File: src/rtl/cfgld_pkg.sv
package cfgld_pkg;

  localparam int CFG_DATA_W   = 8;
  localparam int CFG_NUM_REGS = 10;

  // Zero-based register positions and bit fields that the decoder uses
  localparam int QCFG_IDX  = 2;   // register 3
  localparam int FAST_IDX  = 9;   // register 10
  localparam int QEN_BIT   = 7;
  localparam int QCNT_W    = 3;
  localparam int FAST_BIT  = 7;

  typedef logic [CFG_DATA_W-1:0] cfg_byte_t;

  // Reset value of each register, by zero-based index
  function automatic cfg_byte_t reg_default(input int idx);
    cfg_byte_t v;
    case (idx)
      3, 6:    v = cfg_byte_t'(8'h7F);
      FAST_IDX: v = cfg_byte_t'(8'h80);
      default: v = '0;
    endcase
    return v;
  endfunction

  // Next sequence slot, wrapping after the last register
  function automatic int next_slot(input int cur, input int num);
    return (cur >= num - 1) ? 0 : cur + 1;
  endfunction

endpackage

File: src/rtl/cfgld_seq_ctr.sv
module cfgld_seq_ctr #(
  parameter int NUM_REGS = 10,
  localparam int IDX_W   = (NUM_REGS > 1) ? $clog2(NUM_REGS) : 1
) (
  input  logic             clk,
  input  logic             rst,
  input  logic             restart,
  input  logic             advance,
  output logic [IDX_W-1:0] idx,
  output logic             at_last
);
  import cfgld_pkg::*;

  localparam logic [IDX_W-1:0] LAST_IDX = IDX_W'(NUM_REGS - 1);

  logic [IDX_W-1:0] idx_next;

  assign at_last  = (idx == LAST_IDX);
  assign idx_next = IDX_W'(next_slot(int'(idx), NUM_REGS));

  always_ff @(posedge clk) begin
    if (rst || restart) begin
      idx <= '0;
    end else if (advance) begin
      idx <= idx_next;
    end
  end

  // releasing the strobe sends the sequence back to register 1
  a_r3_restart_to_first: assert property (@(posedge clk) disable iff (rst)
    restart |=> (idx == '0));

  // writing the last register wraps to the first
  a_r4_wrap_after_last: assert property (@(posedge clk) disable iff (rst)
    (advance && !restart && at_last) |=> (idx == '0));

  // a paused edge leaves the slot where it was
  a_r5_pause_holds_slot: assert property (@(posedge clk) disable iff (rst)
    (!advance && !restart) |=> $stable(idx));

  // the slot never leaves the legal range
  a_r2_slot_in_range: assert property (@(posedge clk) disable iff (rst)
    idx <= LAST_IDX);

endmodule

File: src/rtl/cfgld_reg_bank.sv
module cfgld_reg_bank #(
  parameter int NUM_REGS = 10,
  parameter int DATA_W   = 8,
  localparam int IDX_W   = (NUM_REGS > 1) ? $clog2(NUM_REGS) : 1
) (
  input  logic                             clk,
  input  logic                             rst,
  input  logic                             wr_fire,
  input  logic [IDX_W-1:0]                 wr_idx,
  input  logic [DATA_W-1:0]                wr_data,
  output logic [NUM_REGS-1:0][DATA_W-1:0]  regs
);
  import cfgld_pkg::*;

  logic [NUM_REGS-1:0] sel_vec;

  for (genvar gi = 0; gi < NUM_REGS; gi++) begin : g_reg
    localparam logic [DATA_W-1:0] DEF = DATA_W'(reg_default(gi));

    assign sel_vec[gi] = wr_fire && (wr_idx == IDX_W'(gi));

    always_ff @(posedge clk) begin
      if (rst) begin
        regs[gi] <= DEF;
      end else if (sel_vec[gi]) begin
        regs[gi] <= wr_data;
      end
    end

    // a register only changes on an edge that selects it
    a_r1_unselected_stable: assert property (@(posedge clk) disable iff (rst)
      !sel_vec[gi] |=> $stable(regs[gi]));
  end

  // one register at most per write edge
  a_r2_single_target: assert property (@(posedge clk) disable iff (rst)
    $onehot0(sel_vec));

endmodule

File: src/rtl/cfgld_decode.sv
module cfgld_decode #(
  parameter int NUM_REGS = 10,
  parameter int DATA_W   = 8
) (
  input  logic [NUM_REGS-1:0][DATA_W-1:0]  regs,
  output logic                             queue_en,
  output logic [cfgld_pkg::QCNT_W-1:0]     queue_cnt,
  output logic                             fast_clk
);
  import cfgld_pkg::*;

  // Only the named control bits leave the bank; reserved bits stay inside
  assign queue_en  = regs[QCFG_IDX][QEN_BIT];
  assign queue_cnt = regs[QCFG_IDX][QCNT_W-1:0];
  assign fast_clk  = regs[FAST_IDX][FAST_BIT];

endmodule

File: src/rtl/cfg_seq_loader.sv
module cfg_seq_loader #(
  parameter int NUM_REGS = cfgld_pkg::CFG_NUM_REGS,
  parameter int DATA_W   = cfgld_pkg::CFG_DATA_W
) (
  input  logic                         clk,
  input  logic                         rst,
  input  logic                         load_n,
  input  logic                         wr_n,
  input  logic [DATA_W-1:0]            din,
  output logic                         queue_en,
  output logic [cfgld_pkg::QCNT_W-1:0] queue_cnt,
  output logic                         fast_clk,
  output logic                         update_pulse
);
  import cfgld_pkg::*;

  localparam int IDX_W = (NUM_REGS > 1) ? $clog2(NUM_REGS) : 1;

  logic                            wr_fire;
  logic                            seq_restart;
  logic [IDX_W-1:0]                slot_idx;
  logic                            slot_last;
  logic [NUM_REGS-1:0][DATA_W-1:0] bank_q;

  assign wr_fire     = !load_n && !wr_n;
  assign seq_restart = load_n;

  cfgld_seq_ctr #(.NUM_REGS(NUM_REGS)) u_ctr (
    .clk     (clk),
    .rst     (rst),
    .restart (seq_restart),
    .advance (wr_fire),
    .idx     (slot_idx),
    .at_last (slot_last)
  );

  cfgld_reg_bank #(.NUM_REGS(NUM_REGS), .DATA_W(DATA_W)) u_bank (
    .clk     (clk),
    .rst     (rst),
    .wr_fire (wr_fire),
    .wr_idx  (slot_idx),
    .wr_data (din),
    .regs    (bank_q)
  );

  cfgld_decode #(.NUM_REGS(NUM_REGS), .DATA_W(DATA_W)) u_dec (
    .regs      (bank_q),
    .queue_en  (queue_en),
    .queue_cnt (queue_cnt),
    .fast_clk  (fast_clk)
  );

  always_ff @(posedge clk) begin
    if (rst) update_pulse <= 1'b0;
    else     update_pulse <= wr_fire;
  end

  // every write edge is followed by a pulse
  a_r9_pulse_after_write: assert property (@(posedge clk) disable iff (rst)
    (!load_n && !wr_n) |=> update_pulse);

  // no pulse without a preceding write edge
  a_r9_no_spurious_pulse: assert property (@(posedge clk) disable iff (rst)
    (load_n || wr_n) |=> !update_pulse);

  // outputs hold across edges that write nothing
  a_r5_outputs_hold: assert property (@(posedge clk) disable iff (rst)
    (load_n || wr_n) |=> ($stable(queue_en) && $stable(queue_cnt) && $stable(fast_clk)));

  // decoded controls move only on a write to their register
  a_r6_qcfg_on_its_slot: assert property (@(posedge clk) disable iff (rst)
    !(wr_fire && slot_idx == IDX_W'(QCFG_IDX)) |=> ($stable(queue_en) && $stable(queue_cnt)));

  a_r7_fast_on_its_slot: assert property (@(posedge clk) disable iff (rst)
    !(wr_fire && slot_last) |=> $stable(fast_clk));

endmodule

File: config.mk
export PLATFORM = sky130hd
export DESIGN_NAME = cfg_seq_loader
export DESIGN_NICKNAME = d
export VERILOG_FILES = /design/src/rtl/cfgld_pkg.sv /design/src/rtl/cfgld_seq_ctr.sv /design/src/rtl/cfgld_reg_bank.sv /design/src/rtl/cfgld_decode.sv /design/src/rtl/cfg_seq_loader.sv
export SDC_FILE = /design/constraint.sdc
export NUM_CORES = 1
export LEC_CHECK = 0
export ABC_AREA = 1
export CAP_MARGIN = 20
export CORE_AREA = 4 4 41 43
export CTS_CLUSTER_SIZE = 25
export DETAILED_ROUTE_END_ITERATION = 8
export DIE_AREA = 0 0 45 47
export GPL_ROUTABILITY_DRIVEN = 0
export PLACE_DENSITY = 0.71
export SETUP_SLACK_MARGIN = 0.15
export SLEW_MARGIN = 20
export SYNTH_ARGS = -nofsm -noshare
export SYNTH_HDL_FRONTEND = slang
export SYNTH_SLANG_ARGS = --single-unit
export TNS_END_PERCENT = 1
File: constraint.sdc
create_clock -name clk -period 1.8 [get_ports clk]
set_clock_uncertainty 0.2 [all_clocks]
set_input_delay 0.36 -clock clk [delete_from_list [all_inputs] [get_ports clk]]
set_output_delay 0.36 -clock clk [all_outputs]
set_load 0.02 [all_outputs]
=== Yosys cells after proc, flatten, opt, wreduce, memory -nomap -nowiden ===
Index checks and enable logic that the tools add are counted.

* Reductions and logical operators: 6
* Equal/unequal tests: 2
* Add/sub/neg operators: 1
* Magnitude comparators: 1
* Multiplexer cells: 1

{| class="wikitable"
|+ Operator list
! kind !! count
|-
| $add 4x1->4 const B || 1
|-
| $eq 4x2->1 const B || 1
|-
| $eq 4x4->1 const B || 1
|-
| $ge 4x4->1 const B || 1
|-
| $mux 4 || 1
|-
| $logic_and 1x1->1 || 3
|-
| $logic_not 1->1 || 2
|-
| $logic_or 1x1->1 || 1
|}

* Register bits after elaboration: 21
* Input bits: 12

=== Depth between registers and ports, before layout ===
* Depth after elaboration: 3
* Gate-level depth with buffers: 7

=== Modules after synthesis ===
Synthesis repeated with hierarchy kept, for this count alone.

* Cell total of the unflattened synthesis: 497
* Area total of the unflattened synthesis: 3575.9 um^2

{| class="wikitable"
|+ Modules (own cells, without submodules)
! module !! area an instance (um^2) !! sequential area each (um^2) !! instances !! cells an instance
|-
| cfgld_reg_bank || 3196.8 || 1601.5 || 1 || 447
|-
| cfgld_seq_ctr || 297.8 || 80.1 || 1 || 39
|-
| cfg_seq_loader || 43.8 || 20.0 || 1 || 6
|-
| cfgld_decode || 37.5 || 0.0 || 1 || 5
|}

=== Least setup slack after synthesis ===
Ideal clock, no wire load.

* Path kind: register to register
* Start point: register u_ctr.idx[1]
* End point: register u_ctr.idx[3]
* Period minus slack after synthesis: 1.218 ns
* Arrival: 0.954 ns
* Library setup time: 0.064 ns
* Cell stages (with the launch flop): 8
* Slack: 0.582 ns
* Cells stage by stage: dfxtp_1 -> inv_1 -> ha_1 -> nor2_1 -> nand2_1 -> nand3_1 -> nand2_1 -> nor2_1

* Cells in the longest elaborated chain, start to end: 2
* Elaborated cells between the ends (all ways): 3
* Those cells by class: add/sub (1); order compare (1); mux (1)

{| class="wikitable"
|+ RTL lines
! what !! RTL line !! RTL
|-
| start: declaration || cfgld_seq_ctr.sv:9 || <nowiki>output logic [IDX_W-1:0] idx,</nowiki>
|-
| start signal: assignment || cfgld_seq_ctr.sv:25 || <nowiki>idx <= idx_next;</nowiki>
|-
| $add 4x1->4 / $ge 4x4->1 (equally long branches) || cfgld_pkg.sv:28 || <nowiki>return (cur >= num - 1) ? 0 : cur + 1;</nowiki>
|-
| $mux 4 (*) || cfgld_pkg.sv:28 ||
|}

Mark *: on every way between the ends. The rest lies on a longest branch, timed or not.
A chain may end at the register's enable or synchronous reset.

=== Worst setup path in the final report ===
* Start point: register u_bank.regs[79] (netlist bit)
* End point: output port fast_clk

{| class="wikitable"
|+ RTL lines
! what !! RTL line !! RTL
|-
| start: declaration || cfgld_reg_bank.sv:11 || <nowiki>output logic [NUM_REGS-1:0][DATA_W-1:0] regs</nowiki>
|-
| start signal: indexed assignment || cfgld_reg_bank.sv:26 || <nowiki>regs[gi] <= wr_data;</nowiki>
|-
| end: declaration || cfg_seq_loader.sv:12 || <nowiki>output logic fast_clk,</nowiki>
|}

No word-level cell between the ends.

==> metrics.txt <==
status=complete, no violations; post-DP HPWL=744 µm; Port Buffer Count=13; # diodes=0; Cell Area, Synth=slightly above 500 µm²; # clock sinks=10; Worst slew margin=0.849; worst path buffer plus inverter count=1; Final Hold Fails=0; Clock Latency Late Sink=0.27 ns; Slew Viols, Final=0; combinational power share=0.113; largest net degree at the start of global routing=9; CP max FO=2; critical path depth=1; Cell Area, Placed=668 µm²; initial antenna violation count=0; P_sw=0.000117 W; Most Crowded Layer GR=met2; CTS tree=built; First DRT Iteration DRCs=3; M1 GR Usage=0.115; Final setup viols=0; Mapped Nets=89; IO Count=18; Hold Crit Class=reg -> reg; DRC violations left=0; met2 usage=0.175; number of global-route vias before repair=391; Yosys top cell by area=dfxtp_1; Yosys top cell area share=0.386; hold_buf cts=0; via count=457; die height=roughly 47 µm; Switching Share=0.237; Num CTS Buffers=3; Seq cells post-synth=10; top cells by area, synth=dfxtp_1 39%, nand2_1 14%, nor2_1 12%; clock share of power=0.422; worst path cell trace=dlygate4sd2_1; core area=1300 µm²; CP max stage delay=0.34 ns; R2R depth=7; synthesized netlist cell count=73; Internal=0.000376 W; Longest Clk Path Bufs=2; fin crit share=0.830; max-cap viol count=0; clock slew at reported path FFs=roughly 0.07 ns; Vias/cell=4.35; Min Clock Period, post-route=approximately 1.5 ns; post-synthesis sequential area ratio=0.386; critical path data arrival time=around 0.93 ns; critical path's slowest cell=dlygate4sd2_1; CP startpoint kind=flip-flop; PwrDens=689 nW/µm²; Initial DRT Pass Iterations=2; Top delay family on crit path=buffers and inverters; Layout area overhead=37.8%; Final #Nets=107; # Post-CTS Setup Buffers=0; GRT Residual Overflow=0; most common cell after layout, fill and taps aside=nand2_1; die width=45 µm; post-route ant nets=0; first-pass GRT wire length=1580 µm; crit end category=primary output; Setup CP Type=reg -> out; H-tree depth=1; # rows=13; yosys warns=0; Initial Util=0.399; GRT met3 Usage=0.0575; CTS Root Buffer Type=clkbuf_4; P_leak=0.403 nW; fin util=0.550; Syn Area/Cell=about 7 µm²; aggregate global-route resource usage=0.106; synth unique cells=13; die area=about 2100 µm²; post-DR wirelength/cell=9.09 µm; CP required=1.24 ns; WHS Path Cells=2; worst slew pin tran=between 0.2 and 0.25 ns; layout cells sized above 1=0.0778; VDD IR max=0.000451 V; TNS Setup=0 ns; wirelength, routed=about 950 µm; Sequential Power Share=0.465; design area=716 µm²; Max Fclk=0.670 GHz; commonest cells after routing, fill and taps aside=20 x nand2_1, 16 x nor2_1, 11 x inv_1; RSZ-0062 raised after global routing=false
routing by layer:
metal | wire length, µm | vias to the layer above
met5 | 0 | -
met4 | 0 | 0
met3 | 128 | 0
met2 | 410 | 15
met1 | 415 | 189
li1 | - | 253
power groups by stage:
stage | combinational [W] | sequential (W) | clock [W]
finish | 0.0000559 | 0.000229 | 0.000208
floorplan | 0.0000236 | 0.000238 | 0
detailed placement | 0.0000568 | 0.000234 | 0
global route | 0.0000619 | 0.000230 | 0.000227
CTS | 0.0000571 | 0.000229 | 0.000215
global placement | 0.0000556 | 0.000234 | 0
repair_timing:
| item | in CTS | in global routing |
|---|---|---|
| endpoints found under the setup margin | 6 | 5 |
| resized for setup | 1 | 5 |
| hold endpoints to repair | 0 | 0 |
stage by stage:
| step | setup slack [ns] | hold WS, ns | total power (W) | std cells |
|---|---|---|---|---|
| after floorplan | 0.582 | 0.232 | 0.000261 | 73 |
| after global placement | 0.108 | 0.256 | 0.000290 | 101 |
| after detailed placement | 0.0942 | 0.262 | 0.000291 | 101 |
| after CTS | 0.0205 | 0.273 | 0.000502 | 105 |
| after global routing | 0.269 | 0.311 | 0.000519 | 105 |
| final | 0.307 | 0.267 | 0.000493 | 105 |
kinds of logic after synthesis:
family                     after synthesis  synth area share
and+or+nand+nor                         44             0.393
adders and majority gates                4            0.0964
AOI/OAI and AO/OA                        3            0.0289
buffers and inverters                   11            0.0795
xor gates and xnor gates                 1            0.0169
DFF                                     10             0.386
path summary, 6_finish.rpt:
| check | startpoint | endpoint | slack, ns |
|---|---|---|---|
| setup / recovery | u_bank.regs[79]$_SDFFE_PP1P_ | fast_clk | 0.31 |
| hold / removal | u_bank.regs[79]$_SDFFE_PP1P_ | u_bank.regs[79]$_SDFFE_PP1P_ | 0.27 |
| setup reg to reg | u_ctr.idx[1]$_SDFFE_PP0P_ | u_ctr.idx[3]$_SDFFE_PP0P_ | 0.43 |
| hold reg to reg | u_bank.regs[79]$_SDFFE_PP1P_ | u_bank.regs[79]$_SDFFE_PP1P_ | 0.27 |
layout make-up:
cell class	count	area (µm²)
clock buffers	4	36.3
fillers	129	586
inverters	11	41.3
multi-input cells	52	278
flip-flops and latches	10	200
well taps	15	18.8
repair buffers	13	141
state kept, by name, indices dropped and copies added (netlist names):
signal and count:
u_bank.regs 5, update_pulse 1, u_ctr.idx 4
Yosys cell counts (all sizes together):
library cell,n
nand2,20
nor2,18
inv,11
dfxtp,10
nand3,6
ha,4
o21ai,2
a21oi,1
xor2,1
Note: power is estimated with default switching activity, not from simulation.
